### src/rtl/vipt_pkg.sv
package vipt_pkg;
  typedef enum logic [1:0] {
    LKP_IDLE  = 2'd0,
    LKP_HIT   = 2'd1,
    LKP_MISS  = 2'd2,
    LKP_RETRY = 2'd3
  } lkp_outcome_e;
endpackage

### src/rtl/vipt_tag_store.sv
// Valid bits in flops (cleared on reset), tag and word arrays without reset.
// Read is synchronous and returns the contents before a same-edge fill.
module vipt_tag_store #(
  parameter int SET_W  = 6,
  parameter int TAG_W  = 20,
  parameter int WORD_W = 32,
  localparam int SETS  = 1 << SET_W
) (
  input  logic              clk,
  input  logic              rst_n,
  input  logic              rd_en,
  input  logic [SET_W-1:0]  rd_set,
  input  logic              wr_en,
  input  logic [SET_W-1:0]  wr_set,
  input  logic [TAG_W-1:0]  wr_tag,
  input  logic [WORD_W-1:0] wr_word,
  output logic              rd_vld,
  output logic [TAG_W-1:0]  rd_tag,
  output logic [WORD_W-1:0] rd_word
);
  logic [SETS-1:0]   vld_q;
  logic [TAG_W-1:0]  tag_mem  [SETS];
  logic [WORD_W-1:0] word_mem [SETS];

  always_ff @(posedge clk) begin
    if (!rst_n) begin
      vld_q  <= '0;
      rd_vld <= 1'b0;
    end else begin
      if (wr_en) vld_q[wr_set] <= 1'b1;
      if (rd_en) rd_vld <= vld_q[rd_set];
    end
  end

  always_ff @(posedge clk) begin
    if (wr_en) begin
      tag_mem[wr_set]  <= wr_tag;
      word_mem[wr_set] <= wr_word;
    end
    if (rd_en) begin
      rd_tag  <= tag_mem[rd_set];
      rd_word <= word_mem[rd_set];
    end
  end
endmodule

### src/rtl/vipt_hit_eval.sv
// Combines the registered tag read with the TLB answer of the same cycle.
module vipt_hit_eval
  import vipt_pkg::*;
#(
  parameter int TAG_W = 20
) (
  input  logic             pending,
  input  logic             line_vld,
  input  logic [TAG_W-1:0] line_tag,
  input  logic             xl_hit,
  input  logic             xl_fault,
  input  logic [TAG_W-1:0] xl_pfn,
  output lkp_outcome_e     outcome,
  output logic             tag_eq
);
  logic xl_good;

  always_comb begin
    tag_eq  = line_vld && (line_tag == xl_pfn);
    xl_good = xl_hit && !xl_fault;
    if (!pending)      outcome = LKP_IDLE;
    else if (!xl_good) outcome = LKP_RETRY;
    else if (tag_eq)   outcome = LKP_HIT;
    else               outcome = LKP_MISS;
  end
endmodule

### src/rtl/vipt_lookup.sv
module vipt_lookup
  import vipt_pkg::*;
#(
  parameter int PAGE_OFF_W = 12,
  parameter int LINE_OFF_W = 6,
  parameter int SET_W      = 6,
  parameter int PA_W       = 32,
  parameter int WORD_W     = 32,
  localparam int PFN_W     = PA_W - PAGE_OFF_W
) (
  input  logic                  clk,
  input  logic                  rst_n,
  input  logic                  req_valid,
  input  logic [PAGE_OFF_W-1:0] req_off,
  input  logic                  tlb_hit,
  input  logic                  tlb_fault,
  input  logic [PFN_W-1:0]      tlb_pfn,
  input  logic                  fill_en,
  input  logic [SET_W-1:0]      fill_set,
  input  logic [PFN_W-1:0]      fill_pfn,
  input  logic [WORD_W-1:0]     fill_word,
  output logic                  rsp_valid,
  output logic                  rsp_hit,
  output logic                  rsp_retry,
  output logic [PA_W-1:0]       rsp_pa,
  output logic [WORD_W-1:0]     rsp_word
);
  // Set and line-offset bits must stay inside the page offset, or aliases
  // of one physical line could occupy different sets.
  if (SET_W + LINE_OFF_W > PAGE_OFF_W) begin : g_alias_guard
    $error("set index plus line offset exceeds page offset width");
  end

  function automatic logic [SET_W-1:0] set_of(input logic [PAGE_OFF_W-1:0] off);
    return off[LINE_OFF_W +: SET_W];
  endfunction

  function automatic logic [PA_W-1:0] phys_addr(input logic [PFN_W-1:0] pfn,
                                                input logic [PAGE_OFF_W-1:0] off);
    return {pfn, off};
  endfunction

  logic                  req_q;
  logic [PAGE_OFF_W-1:0] off_q;
  logic                  line_vld;
  logic [PFN_W-1:0]      line_tag;
  logic [WORD_W-1:0]     line_word;
  lkp_outcome_e          outcome;
  logic                  tag_eq;

  always_ff @(posedge clk) begin
    if (!rst_n) begin
      req_q <= 1'b0;
      off_q <= '0;
    end else begin
      req_q <= req_valid;
      if (req_valid) off_q <= req_off;
    end
  end

  vipt_tag_store #(
    .SET_W  (SET_W),
    .TAG_W  (PFN_W),
    .WORD_W (WORD_W)
  ) u_store (
    .clk     (clk),
    .rst_n   (rst_n),
    .rd_en   (req_valid),
    .rd_set  (set_of(req_off)),
    .wr_en   (fill_en),
    .wr_set  (fill_set),
    .wr_tag  (fill_pfn),
    .wr_word (fill_word),
    .rd_vld  (line_vld),
    .rd_tag  (line_tag),
    .rd_word (line_word)
  );

  vipt_hit_eval #(
    .TAG_W (PFN_W)
  ) u_eval (
    .pending  (req_q),
    .line_vld (line_vld),
    .line_tag (line_tag),
    .xl_hit   (tlb_hit),
    .xl_fault (tlb_fault),
    .xl_pfn   (tlb_pfn),
    .outcome  (outcome),
    .tag_eq   (tag_eq)
  );

  always_comb begin
    rsp_valid = req_q;
    rsp_hit   = (outcome == LKP_HIT);
    rsp_retry = (outcome == LKP_RETRY);
    rsp_pa    = (outcome == LKP_HIT || outcome == LKP_MISS) ? phys_addr(tlb_pfn, off_q) : '0;
    rsp_word  = (rsp_hit && tag_eq) ? line_word : '0;
  end
endmodule

### config.mk
export PLATFORM = sky130hd
export DESIGN_NAME = vipt_lookup
export DESIGN_NICKNAME = d
export VERILOG_FILES = /design/src/rtl/vipt_pkg.sv /design/src/rtl/vipt_tag_store.sv /design/src/rtl/vipt_hit_eval.sv /design/src/rtl/vipt_lookup.sv
export SDC_FILE = /design/constraint.sdc
export NUM_CORES = 2
export LEC_CHECK = 0
export ABC_AREA = 1
export BUFFER_PORTS_ARGS = -buffer_cell sky130_fd_sc_hd__buf_2
export CORE_MARGIN = 2
export CORE_UTILIZATION = 55
export CTS_BUF_LIST = sky130_fd_sc_hd__clkbuf_16
export CTS_CLUSTER_SIZE = 30
export DETAILED_ROUTE_END_ITERATION = 10
export PLACE_DENSITY_LB_ADDON = 0.05
export SLEW_MARGIN = 0
export SYNTH_ARGS = -nofsm -noshare
export SYNTH_HDL_FRONTEND = slang
export SYNTH_HIERARCHICAL = 1
export SYNTH_SLANG_ARGS = --single-unit
### constraint.sdc
create_clock -name clk -period 3.73 [get_ports clk]
set_input_delay 0.373 -clock clk [delete_from_list [all_inputs] [get_ports clk]]
set_output_delay 0.373 -clock clk [all_outputs]
set_load 0.05 [all_outputs]
==> impl_results.md <==
* Via-to-Cell Ratio at around 6.4
* Slew @ Worst Pin at 1.163 ns
* Largest net degree at the start of global routing at 171
* Antenna violations before repair at 45
* PD cells at between 500 and 600 nW/µm²
* P_leak at 0.05230 µW
* Ys flop type: edfxtp_1
* Critical path peak fanout at 12
* All-Layer GR Usage at between 30% and 40%
* Placed inst area at 143500 µm²
* IR drop worst, VDD at 0.4272 mV
* CP Launch Type: flop
* Worst-case clock buffer depth at 4
* Final wirelength at approximately 450000 µm
* Insertion delay to the later sink of the worst-skew pair at around 1 ns
* Post-Layout Cell Count at 14610
* Final worst path period share at 101.6%
* Critical path class: flop to primary output
* Vias in the first global route at 86500
* Fin worst setup slack at -0.06152 ns
* Dpl hpwl at between 200000 and 250000 µm
* IO Port Bufs at between 150 and 200
* Num CTS Buffers at 361
* Mapped Area at 136300 µm²
* Fill cell count at 18540
* DR WL/cell at 30.54 µm
* Syn Inst Count at 10860
* DRC Markers at 0
* P&R area growth vs syn at 14.37%
* Die W at 501.8 µm
* CTS clk-pin slew, worst paths at 0.06 ns
* Hold path cells at 5
* Routed metal-1 wirelength at 170500 µm
* Global-route wire length before repair at 626700 µm
* Ports at 163
* Worst hold path type: input port to flop
* Synthesized flop and latch total at 3458
* Number of synthesized flops with an enable pin at 3380
* # clock sinks at 3458
* Finished Core Util at 63.31%
* WP data required at 3.36 ns
* Post-synth top area share at between 70% and 80%
* Max_slew headroom at 22.44%
* Num rows at 182
* Gpl congestion at around 0.8
* CTS H-tree lvls at 5
* Initial Utilization at between 50% and 60%
* Die area at ~250000 µm²
* FF-to-FF path depth at 8
* Outcome: complete, but fails checks
* Final setup viols at 27
* ANT nets after route at 0
* Core footprint at 246200 µm²
* Post-synth cell types at 25
* Fmax at 0.2637 GHz
* Pins Over Slew Limit at 0
* Top layer in use: met5
* Fin area at approximately 160000 µm²
* Layout cell share with drive strength beyond 1 at 10.15%
* Ranking of synthesized cells by area: edfxtp_1 74%, o21ai_0 5.9%, nor2_1 5.2%, nand2_1 3.7%, o22ai_1 3.6%
* Count leader, synth: edfxtp_1
* Max-cap violation count at 0
* Unrepaired setup endpoints after global routing: yes
* Inst Count DP at 13930
* Post-synth ARST share at 0%
* Post-synthesis sequential area ratio at 75.63%
* Final hold vios at 0
* Final Hold Slack at 0.09904 ns
* Die H at roughly 500 µm
* Final #Nets at between 10000 and 15000
* Failing checks: setup timing
* Synth top cells by count: 3380 x edfxtp_1, 1893 x nor2_1, 1606 x o21ai_0
* DR WL met3 at ~49000 µm
* Post-synth top area cell: edfxtp_1
* Syn nets at roughly 11000
* Detailed Route Iter0 Violations at 13540
* Via Count at 93540
* Total grt overflow at 0
* Syn avg cell area at 12.55 µm²
* Dpl ws at 0.1997 ns
* WL met2 at 206500 µm
* Drt first pass iters at 6
* CTS tree: built
* Clock root cell: clkbuf_16
* Final Critical Period at 3.792 ns
* Worst path arrival time at 3.42 ns
* Crit path capture type: primary output
* Clk_skew at 0.05032 ns
* Synth warn at 6
==> layer usage <==
layer  up-vias  GRT usage, %
li1      39840             -
met1     47090         48.54
met2      5578         54.60
met3      1015         6.631
met4        18         14.12
met5         -             0
==> critical path, stage by stage, from the launching register on <==
cell	delay (ns)
edfxtp_1	0.38
nor2_1	0.14
nor2_2	0.06
nor2_4	0.19
buf_6	0.16
nand2_4	0.05
nor2_4	0.16
nand3_4	0.11
buf_12	0.17
nor2_4	0.08
nor2_2	0.05
inv_2	0.06
ha_4	0.28
buf_6	0.20
nor2_1	0.16
buf_6	0.18
==> cell usage in the layout, fill, tap and decap left out, types with 182 or more instances in the layout <==
master / instances
nand2_1: 1352
o21ai_0: 1606
nand3_1: 731
edfxtp_1: 3380
o22ai_1: 791
clkbuf_16: 371
buf_12: 182
nor2_1: 1769
inv_1: 250
buf_4: 186
==> where the power goes <==
group,leakage [µW],total (µW),internal (µW),switching [µW]
Sequential,0.0311,43100,43000,129
Clock,0.00574,34300,19700,14600
Combinational,0.0155,5100,1370,3720
Total,0.0523,82500,64000,18500
==> through the flow <==
stage / power (µW) / TNS (ns)
after floorplan: 46590 / 0
after global placement: 48740 / 0
after detailed placement: 48820 / 0
after CTS: 82700 / -4.057
after global routing: 84610 / -6.751
final: 82520 / -1.116
==> sequential cells by signal (all words and copies together) (netlist names) <==
signal / cells
off_q: 12
rsp_valid: 1
u_store/rd_tag: 20
u_store/rd_vld: 1
u_store/rd_word: 32
u_store/tag_mem: 1280
u_store/vld_q: 64
u_store/word_mem: 2048
==> what timing repair did <==
item,in CTS,in global routing
endpoints found under the hold margin,22,0
pin swaps,18,4
resized for setup,215,38
hold buffers,15,0
gates cloned,3,2
buffers inserted,2,1
setup endpoints to repair,66,64
==> path summary, 6_finish.rpt <==
check | start | end | slack, ns
worst max-delay path | u_store/rd_tag[8]$_DFFE_PP_ | rsp_pa[7] | -0.06
worst min-delay path | req_off[10] | u_store/rd_word[5]$_DFFE_PP_ | 0.1
worst max register to register | u_store/tag_mem[30][4]$_DFFE_PP_ | u_store/rd_tag[4]$_DFFE_PP_ | 2.08
worst min register to register | u_store/vld_q[63]$_SDFFE_PN0P_ | u_store/vld_q[63]$_SDFFE_PN0P_ | 0.47
==> final cells by class <==
type | count | area [µm²] | share of cell area [%]
diodes | 21 | 52.55 | 0.03372
clock buffers | 369 | 9234 | 5.925
clock inverters | 265 | 1888 | 1.211
inverters | 188 | 743.2 | 0.4769
multi-input cells | 6454 | 30190 | 19.37
flip-flops and latches | 3458 | 103100 | 66.13
well taps | 3312 | 4144 | 2.659
repair buffers | 542 | 6546 | 4.200
==> cell families after synthesis <==
group / share of synthesized area (%)
AOI/OAI and AO/OA: 9.753
xor gates and xnor gates: 0.006428
adders and majority gates: 0.01836
buffers and inverters: 2.900
DFF: 75.63
and+or+nand+nor: 11.70
(Power assumes the default switching activity.)
